===== src/rtl/ring_rwi_pkg.sv =====
// Shared widths, mode encoding and command word layout for the ring
// command port. The layout is fixed because upstream gateways build it.
package ring_rwi_pkg;

    localparam int DATA_W = 32;
    localparam int RADDR_W = 16;
    localparam int ID_W = 12;
    localparam int CNT_W = 6;
    localparam int CA_W = 12;
    localparam int CMD_FLAG = 15;

    typedef enum logic [1:0] {
        MODE_NORMAL = 2'b00,
        MODE_WRITE  = 2'b01,
        MODE_READ   = 2'b10,
        MODE_BYPASS = 2'b11
    } mode_e;

    typedef struct packed {
        logic [ID_W-1:0]  id;
        mode_e            mode;
        logic [CNT_W-1:0] cnt;
        logic [CA_W-1:0]  addr;
    } cmd_t;

endpackage


===== src/rtl/ring_rwi_decode.sv =====
// Classifies one incoming ring word as data, a command for this
// accelerator, or a command for another one.
// Assumes at most one ring word per cycle.
module ring_rwi_decode
    import ring_rwi_pkg::*;
#(
    parameter logic [ID_W-1:0] MY_ID = 12'h05A
) (
    input  logic              in_valid,
    input  logic              cmd_flag,
    input  logic [DATA_W-1:0] in_data,
    output logic              data_word,
    output logic              own_cmd,
    output logic              foreign_cmd,
    output cmd_t              cmd
);

    // Split the word into command fields and classify it.
    always_comb begin
        cmd         = cmd_t'(in_data);
        data_word   = in_valid && !cmd_flag;
        own_cmd     = in_valid && cmd_flag && (cmd.id == MY_ID);
        foreign_cmd = in_valid && cmd_flag && (cmd.id != MY_ID);
    end

endmodule


===== src/rtl/ring_rwi_mode_ctl.sv =====
// Holds the operating mode, the configuration pointer and the burst
// count. Produces the configuration strobes.
// Assumes the configuration port accepts a write and returns read data
// in the same cycle as the strobe.
module ring_rwi_mode_ctl
    import ring_rwi_pkg::*;
(
    input  logic            clk,
    input  logic            rst_n,
    input  logic            own_cmd,
    input  mode_e           cmd_mode,
    input  logic [CNT_W-1:0] cmd_cnt,
    input  logic [CA_W-1:0] cmd_addr,
    input  logic            data_word,
    input  logic            ring_busy,
    output mode_e           mode,
    output logic [CA_W-1:0] ptr,
    output logic            wr_fire,
    output logic            rd_fire
);

    logic [CNT_W-1:0] cnt_q;
    logic             burst_mode;

    // Decide whether a configuration access happens this cycle.
    always_comb begin
        wr_fire    = (mode == MODE_WRITE) && data_word && (cnt_q != '0);
        rd_fire    = (mode == MODE_READ) && (cnt_q != '0) && !ring_busy && !own_cmd;
        burst_mode = (cmd_mode == MODE_READ) || (cmd_mode == MODE_WRITE);
    end

    // Update the mode, pointer and count on commands and burst steps.
    always_ff @(posedge clk) begin
        if (!rst_n) begin
            mode  <= MODE_BYPASS;
            ptr   <= '0;
            cnt_q <= '0;
        end else if (own_cmd) begin
            mode  <= (burst_mode && cmd_cnt == '0) ? MODE_NORMAL : cmd_mode;
            ptr   <= cmd_addr;
            cnt_q <= cmd_cnt;
        end else if (wr_fire || rd_fire) begin
            ptr   <= ptr + 1'b1;
            cnt_q <= cnt_q - 1'b1;
            if (cnt_q == CNT_W'(1)) begin
                mode <= MODE_NORMAL;
            end
        end
    end

endmodule


===== src/rtl/ring_rwi_egress.sv =====
// Registered ring output stage. It picks one source per cycle, in
// priority order: a forwarded incoming word, then configuration read
// data, then an accelerator result.
// Assumes the downstream link never back-pressures.
module ring_rwi_egress
    import ring_rwi_pkg::*;
#(
    parameter logic [RADDR_W-1:0] FWD_ADDR = 16'h0040
) (
    input  logic               clk,
    input  logic               rst_n,
    input  logic               pass_en,
    input  logic               pass_is_cmd,
    input  logic [DATA_W-1:0]  pass_data,
    input  logic               rd_en,
    input  logic [DATA_W-1:0]  rd_data,
    input  logic               acc_en,
    input  logic [DATA_W-1:0]  acc_data,
    output logic               out_valid,
    output logic [RADDR_W-1:0] out_addr,
    output logic [DATA_W-1:0]  out_data
);

    localparam logic [RADDR_W-2:0] FWD_LOW = FWD_ADDR[RADDR_W-2:0];

    // Register the chosen word together with its command marker.
    always_ff @(posedge clk) begin
        if (!rst_n) begin
            out_valid <= 1'b0;
            out_addr  <= '0;
            out_data  <= '0;
        end else if (pass_en) begin
            out_valid <= 1'b1;
            out_addr  <= {pass_is_cmd, FWD_LOW};
            out_data  <= pass_data;
        end else if (rd_en) begin
            out_valid <= 1'b1;
            out_addr  <= {1'b0, FWD_LOW};
            out_data  <= rd_data;
        end else if (acc_en) begin
            out_valid <= 1'b1;
            out_addr  <= {1'b0, FWD_LOW};
            out_data  <= acc_data;
        end else begin
            out_valid <= 1'b0;
        end
    end

endmodule


===== src/rtl/ring_rwi.sv =====
// Ring command port for one shared accelerator. It steers ring words to
// the accelerator, to its configuration registers, or onward, based on
// the command marker and the current mode.
// Assumes one ring word per cycle and an accelerator that always accepts input.
module ring_rwi
    import ring_rwi_pkg::*;
#(
    parameter logic [11:0] MY_ID    = 12'h05A,
    parameter logic [15:0] FWD_ADDR = 16'h0040
) (
    input  logic        clk,
    input  logic        rst_n,
    input  logic        in_valid,
    input  logic [15:0] in_addr,
    input  logic [31:0] in_data,
    output logic        out_valid,
    output logic [15:0] out_addr,
    output logic [31:0] out_data,
    output logic        acc_in_valid,
    output logic [31:0] acc_in_data,
    input  logic        acc_out_valid,
    input  logic [31:0] acc_out_data,
    output logic        acc_out_ready,
    output logic        cfg_we,
    output logic        cfg_re,
    output logic [11:0] cfg_addr,
    output logic [31:0] cfg_wdata,
    input  logic [31:0] cfg_rdata
);

    logic            data_word, own_cmd, foreign_cmd;
    cmd_t            cmd;
    mode_e           mode_q;
    logic [CA_W-1:0] ptr;
    logic            wr_fire, rd_fire;
    logic            pass_data, ring_busy, acc_fire;
    logic            unused_addr_bits;

    assign unused_addr_bits = ^in_addr[CMD_FLAG-1:0];

    ring_rwi_decode #(.MY_ID(MY_ID)) u_decode (
        .in_valid    (in_valid),
        .cmd_flag    (in_addr[CMD_FLAG]),
        .in_data     (in_data),
        .data_word   (data_word),
        .own_cmd     (own_cmd),
        .foreign_cmd (foreign_cmd),
        .cmd         (cmd)
    );

    // Work out who needs the ring output and whether the accelerator may send.
    always_comb begin
        pass_data     = data_word && (mode_q == MODE_BYPASS || mode_q == MODE_READ);
        ring_busy     = foreign_cmd || pass_data;
        acc_out_ready = (mode_q == MODE_NORMAL) && !ring_busy;
        acc_fire      = acc_out_valid && acc_out_ready;
    end

    ring_rwi_mode_ctl u_ctl (
        .clk       (clk),
        .rst_n     (rst_n),
        .own_cmd   (own_cmd),
        .cmd_mode  (cmd.mode),
        .cmd_cnt   (cmd.cnt),
        .cmd_addr  (cmd.addr),
        .data_word (data_word),
        .ring_busy (ring_busy),
        .mode      (mode_q),
        .ptr       (ptr),
        .wr_fire   (wr_fire),
        .rd_fire   (rd_fire)
    );

    assign cfg_we    = wr_fire;
    assign cfg_re    = rd_fire;
    assign cfg_addr  = ptr;
    assign cfg_wdata = in_data;

    ring_rwi_egress #(.FWD_ADDR(FWD_ADDR)) u_egress (
        .clk         (clk),
        .rst_n       (rst_n),
        .pass_en     (ring_busy),
        .pass_is_cmd (foreign_cmd),
        .pass_data   (in_data),
        .rd_en       (rd_fire),
        .rd_data     (cfg_rdata),
        .acc_en      (acc_fire),
        .acc_data    (acc_out_data),
        .out_valid   (out_valid),
        .out_addr    (out_addr),
        .out_data    (out_data)
    );

    // Present normal-mode stream words to the accelerator one cycle later.
    always_ff @(posedge clk) begin
        if (!rst_n) begin
            acc_in_valid <= 1'b0;
            acc_in_data  <= '0;
        end else begin
            acc_in_valid <= data_word && (mode_q == MODE_NORMAL);
            if (data_word) begin
                acc_in_data <= in_data;
            end
        end
    end

endmodule


===== config.mk =====
export PLATFORM = sky130hd
export DESIGN_NAME = ring_rwi
export DESIGN_NICKNAME = d
export VERILOG_FILES = /design/src/rtl/ring_rwi_pkg.sv /design/src/rtl/ring_rwi_decode.sv /design/src/rtl/ring_rwi_mode_ctl.sv /design/src/rtl/ring_rwi_egress.sv /design/src/rtl/ring_rwi.sv
export SDC_FILE = /design/constraint.sdc
export NUM_CORES = 1
export LEC_CHECK = 0
export ABC_AREA = 1
export BUFFER_PORTS_ARGS = -buffer_cell sky130_fd_sc_hd__buf_2
export CORE_MARGIN = 3
export CORE_UTILIZATION = 45
export DETAILED_ROUTE_END_ITERATION = 6
export PLACE_DENSITY_LB_ADDON = 0.12
export RECOVER_POWER = 50
export SLEW_MARGIN = 20
export SYNTH_ARGS = -nofsm -noshare
export SYNTH_HDL_FRONTEND = slang
export SYNTH_SLANG_ARGS = --single-unit

===== constraint.sdc =====
create_clock -name clk -period 2.1 [get_ports clk]
set_input_delay 0.21 -clock clk [delete_from_list [all_inputs] [get_ports clk]]
set_output_delay 0.21 -clock clk [all_outputs]
set_load 0.02 [all_outputs]

==> results of run 1 <==
## path summary, 6_finish.rpt
check | start | to | slack (ps) | cells past startpoint
min reg2reg | u_egress.out_addr[6]$_SDFFE_PN0P_ | u_egress.out_addr[6]$_SDFFE_PN0P_ | 450 | 2
min | in_data[23] | acc_in_data[23]$_SDFFE_PN0P_ | 150 | 3
max reg2reg | u_ctl.cnt_q[0]$_SDFFE_PN0P_ | u_ctl.ptr[9]$_SDFFE_PN0P_ | 170 | 9
max | u_ctl.cnt_q[0]$_SDFFE_PN0P_ | u_ctl.ptr[9]$_SDFFE_PN0P_ | 170 | 9
## metal layers
| metal | global-route usage (%) | part of all wire (%) | up-vias |
|---|---|---|---|
| met3 | 4.19 | 5.7 | 18 |
| li1 | - | - | 2891 |
| met4 | 6.73 | 1.7 | 0 |
| met5 | 0 | 0 | - |
| met2 | 35.7 | 45 | 153 |
| met1 | 33.2 | 47 | 2333 |
## power by group through the flow
stage	sequential [µW]	clock, µW	combinational [µW]
floorplan	1980	0	470
global placement	1850	0	890
detailed placement	1850	0	890
CTS	1820	1570	893
global route	1830	1630	952
finish	1820	1530	854
## repair_timing
item	in CTS	in global routing
endpoints found under the setup margin	1	30
setup buffers	1	4
resized for setup	0	1
pin swaps	1	3
cloned	0	2
## worst register-to-register path, cell delays in order, from the launching register on
cell	delay [ps]
dfxtp_1	360
inv_1	80
ha_1	240
nand4_1	140
nand4_1	190
nand2_1	390
nor2_4	80
buf_12	160
nor2_1	130
nor2_1	60
## placed cells by master (no fill, tap or decap), types with 3 or more instances in the layout
master,netlist,routed
nand3_2,3,3
xor2_1,8,8
nand3_1,72,72
a21oi_1,12,12
nand4_1,6,6
o21ai_0,45,45
conb_1,1,14
inv_1,77,77
nand2_1,259,259
dfxtp_1,88,88
buf_2,12,123
nor2_4,1,3
nor2_1,168,169
buf_12,0,4
clkbuf_16,0,9
ha_1,3,3
buf_4,48,17
nor3_1,3,3
clkbuf_1,16,92
## area by class of cell
| type | count | area, µm² | area share (%) |
|---|---|---|---|
| clock inverters | 6 | 42.5 | 0.671 |
| multi-input cells | 608 | 2640 | 41.7 |
| inverters | 79 | 297 | 4.68 |
| repair buffers | 237 | 1180 | 18.6 |
| well taps | 140 | 175 | 2.76 |
| clock buffers | 10 | 239 | 3.77 |
| flip-flops and latches | 88 | 1760 | 27.8 |
## through the flow
| step | hold slack (ps) | std cells | total power (µW) |
|---|---|---|---|
| detailed placement | 432 | 1145 | 2740 |
| finish | 150 | 1168 | 4200 |
| floorplan | 345 | 861 | 2450 |
| CTS | 140 | 1162 | 4280 |
| global route | 167 | 1168 | 4410 |
| global placement | 428 | 1145 | 2740 |
## sequential cells by signal, indices dropped and copies added (netlist names)
name / count
u_egress.out_valid: 1
u_egress.out_data: 32
u_ctl.ptr: 12
u_ctl.mode: 2
u_egress.out_addr: 2
acc_in_data: 32
u_ctl.cnt_q: 6
acc_in_valid: 1
## logic make-up (layout without fill, tap and decap cells)
family	count (synthesis)	in the layout	share of synthesized area (%)
simple gates	521	523	41.4
other cells	1	14	0.0721
flops	88	88	33.9
buf+inv	167	332	16.7
compound gates	60	60	5.92
xor+xnor	8	8	1.35
fa+ha+maj	3	3	0.722
==> results_dict.tcl, run 1 <==
set metrics [dict create \
    num_io_pins 245 \
    setup_ws_ps 169 \
    die_area_mm2 0.0129 \
    cp.required_ps 2340 \
    drtPass1Iterations 5 \
    die_h_um 114 \
    dp_hpwl_um 11500 \
    routed_via_density 4.62 \
    synth_commonest_cells "259 x nand2_1, 168 x nor2_1, 88 x dfxtp_1, 77 x inv_1, 72 x nand3_1" \
    synthTopCellsByArea "dfxtp_1 34%, nand2_1 19%, nor2_1 12%" \
    leakage_uw 0.00345 \
    rows 38 \
    fin_crit_ps 1930 \
    p_sw_uw 1320 \
    cts_tree "built" \
    synth-edff-count 0 \
    synth_top_cell_area_share_pct 33.9 \
    setup_tns_ps 0 \
    slew_headroom_pct 45.3 \
    synth_top_area_cell "dfxtp_1" \
    drt_iter0_markers 376 \
    cp_top_family "simple AND/OR/NAND/NOR gates" \
    ys_seq_elements 88 \
    clock_latency_ps 340 \
    antenna_found_initial 0 \
    nets 1142 \
    cts_buffers 9 \
    status "finished clean" \
    hold_buffers 0 \
    syn_area_per_cell_um2 6.13 \
    place_ws_ps 182 \
    power_frac_seq_pct 43.3 \
    grt_max_degree 48 \
    root_buffer "clkbuf_16" \
    synthDistinctLibCells 28 \
    dieWidth_um 114 \
    endpoint_kind "flop" \
    cp.arrival_ps 2170 \
    seq_area_frac_synth_pct 33.9 \
    powerDensity_mw_per_mm2 663 \
    combPwrFrac_pct 20.3 \
    syn_inst 848 \
    switching_share_pct 31.4 \
    fin_skew_ps 6.65 \
    synthFlopType "dfxtp_1" \
    slowest_stage "nand2_1" \
    design_area_mm2 0.00634 \
    final_hold_viol_count 0 \
    wirelength_um 15700 \
    fillCellCount 1238 \
    path_cells "inv_1 > ha_1 > nand4_1 > nand4_1 > nand2_1 > nor2_4 > buf_12 > nor2_1 > nor2_1" \
    max_stage_delay_ps 390 \
    async_flop_share_pct 0 \
    tightest_slew_ps 819 \
    clockBufferDepth 2 \
    dpl_cell_area_mm2 0.00610 \
    pwr-share-clk_pct 36.3 \
    grt_pass1_vias 4678 \
    path_clk_slew_ps 70 \
    ys_warn_count 0 \
    start_kind "flop" \
    ir_drop_mv 0.520 \
    gr-usage-all-layers_pct 23.2 \
    port_buffers 215 \
    syn_to_final_growth_pct 21.8 \
    grt_pass1_wl_um 23900 \
    rsz0062_at_grt "no" \
    grt-ovfl-total 0 \
    crit_type "flop to flop" \
    routabilityCongestion 0.859 \
    cp_max_fo 17 \
    p_int_uw 2880 \
    syn-cell-area_mm2 0.00520 \
    via_count 5395 \
    path_buf_inv 2 \
    drive_gt1_share_pct 17.1 \
    final_core_util_pct 57.2 \
    h-tree-depth 3 \
    drv_cap 0 \
    hold_path.class "input pin to flop" \
    n_antenna_cell 0 \
    clock.fmax_mhz 518 \
    fin_crit_sh_pct 92.0 \
    slew_viol_final 0 \
    yosysMostFrequentCell "nand2_1" \
    wl_per_cell_um 13.5 \
    ant_nets 0 \
    post-route-drc-count 0 \
    finalSetupViolCount 0 \
    fp.coreArea_mm2 0.0111 \
    initial_utilization_pct 47.0 \
    clock_sinks 88 \
]
No activity file was read; power rests on OpenSTA's default activity.
==> run 2, diff against run 1 <==
Clock period 2.1 ns to 2.31 ns, I/O delays scaled along.
==> run 2 against run 1 <==
Against the previous run: flip-flop and latch count unchanged; clock-buffer cell count up 3; register-to-register slack better by 130 ps; critical path depth down 1; worst setup slack better by 95 ps; cell area down 0.40%.
==> results_dict.tcl, run 2 (synthesized netlist as in run 1, its figures left out) <==
set metrics [dict create \
    status "finished clean" \
    clock_latency_ps 340 \
    ff2ff_path_depth 12 \
    path_clk_slew_ps 70 \
    hold_depth 5 \
    nets 1139 \
    num_io_pins 245 \
    setup_tns_ps 0 \
    crit_type "flop to output port" \
    drtPass1Iterations 5 \
    powerDensity_mw_per_mm2 618 \
    finalSetupViolCount 0 \
    hold_path.class "input pin to flop" \
    fin_crit_sh_pct 88.6 \
    grt_max_degree 44 \
    routed_via_density 4.65 \
    rsz0062_at_grt "no" \
    dieWidth_um 114 \
    min_from "cfg_rdata[23]" \
    cts_resized 0 \
    fin_crit_ps 2050 \
    endpoint_kind "output port" \
    start_kind "flop" \
    h-tree-depth 3 \
    grt_pass1_vias 5014 \
    routabilityCongestion 0.890 \
    tightest_slew_ps 802 \
    syn_to_final_growth_pct 21.3 \
    dp_hpwl_um 11700 \
    die_h_um 114 \
    r2r-start "u_ctl.cnt_q[0]$_SDFFE_PN0P_" \
    clockBufferDepth 2 \
    cts_tree "built" \
    root_buffer "clkbuf_16" \
    initial_utilization_pct 47.0 \
    top_regs "acc_in_data x32, u_egress.out_data x32, u_ctl.ptr x12" \
    grt_pass1_wl_um 25000 \
    slew_headroom_pct 46.5 \
    port_buffers 215 \
    rows 38 \
    fin_skew_ps 9.17 \
    reg2reg_to "u_ctl.cnt_q[2]$_SDFFE_PN0P_" \
    drt_iter0_markers 391 \
    die_area_mm2 0.0129 \
    fp.coreArea_mm2 0.0111 \
    cts_buffers 9 \
    clock.fmax_mhz 489 \
    r2r_slack_ps 300 \
    ir_drop_mv 0.420 \
    drive_gt1_share_pct 16.8 \
    leakage_uw 0.00344 \
    cp_max_fo 12 \
    cp.arrival_ps 1820 \
    final_hold_viol_count 0 \
    via_count 5419 \
    grt-ovfl-total 0 \
    wl_per_cell_um 13.5 \
    stdcell_count 1165 \
    n_antenna_cell 0 \
    mostFrequentLayoutCells "259 x nand2_1, 169 x nor2_1, 122 x buf_2, 93 x clkbuf_1, 88 x dfxtp_1" \
    drv_cap 0 \
    slew_viol_final 0 \
    hold_buffers 0 \
    holdPathEnd "u_egress.out_data[23]$_SDFFE_PN0P_" \
    dp.cells 1144 \
    post-route-drc-count 0 \
    gr-usage-all-layers_pct 24.2 \
    antenna_found_initial 0 \
    cp.required_ps 2080 \
    ant_nets 0 \
    wirelength_um 15700 \
    final_common_cell "nand2_1" \
    clock_sinks 88 \
]
## run 2: cell types whose count changed in the layout (fill, tap and decap cells not counted), moves of 2 or more
cell	change
clkinv_2	-2
clkbuf_8	+3
nor2_4	-2
inv_6	-2
## run 2: per-layer routing
| metal | wire [µm] | share of wire [%] | GRT usage, % |
|---|---|---|---|
| met1 | 7340 | 47 | 33.8 |
| met2 | 7090 | 45 | 37.9 |
| met3 | 960 | 6.1 | 3.93 |
| met4 | 337 | 2.1 | 8.65 |
| met5 | 0 | 0 | 0 |
## run 2: through the flow
step	instance area, µm²	hold WS [ps]	util [%]	setup WS [ps]	power [µW]
6_report	6310	180	57.0	264	3900
5_1_grt	6310	194	57.0	41.2	4100
4_1_cts	6380	164	57.6	56.9	3960
3_5_place_dp	6080	446	54.8	262	2500
3_3_place_gp	6080	428	54.8	281	2490
2_1_floorplan	5250	366	-	705	2230
## run 2: critical path, cell delays in order (launching register included)
cell and delay (ps):
dfxtp_1 350, inv_1 80, ha_1 240, nand4_1 140, nand2_1 60, inv_1 90
nand2_4 140, nor2_8 180, buf_2 190
## run 2: cell type report
| type | count | area (µm²) |
|---|---|---|
| fillers | 1204 | 4770 |
| flip-flops and latches | 88 | 1760 |
| clock inverters | 3 | 23.8 |
| clock buffers | 13 | 280 |
| repair buffers | 236 | 1150 |
| multi-input cells | 606 | 2620 |
| inverters | 79 | 297 |
| well taps | 140 | 175 |
## run 2: timing repair
action,CTS,global route
setup endpoints to repair,0,1
hold endpoints to repair,0,0
buffers inserted,0,5
## run 2: worst max path at each step
stage | from | endpoint | slack [ps] | depth (start not counted)
floorplan | u_ctl.cnt_q[0]$_SDFFE_PN0P_ | u_ctl.cnt_q[0]$_SDFFE_PN0P_ | 710 | 11
global placement | in_data[27] | u_egress.out_data[0]$_SDFFE_PN0P_ | 280 | 13
detailed placement | in_data[27] | u_egress.out_data[31]$_SDFFE_PN0P_ | 260 | 13
CTS | u_ctl.cnt_q[0]$_SDFFE_PN0P_ | cfg_re | 60 | 8
global route | u_ctl.cnt_q[0]$_SDFFE_PN0P_ | u_ctl.cnt_q[3]$_SDFFE_PN0P_ | 40 | 12
finish | u_ctl.cnt_q[0]$_SDFFE_PN0P_ | cfg_re | 260 | 8
## run 2: where the power goes
group | total (µW) | switching [µW] | leakage, µW | internal [µW]
Combinational | 782 | 535 | 0.00257 | 247
Clock | 1460 | 614 | 0.000144 | 849
Sequential | 1660 | 44.2 | 0.000724 | 1610
Total | 3900 | 1190 | 0.00344 | 2710
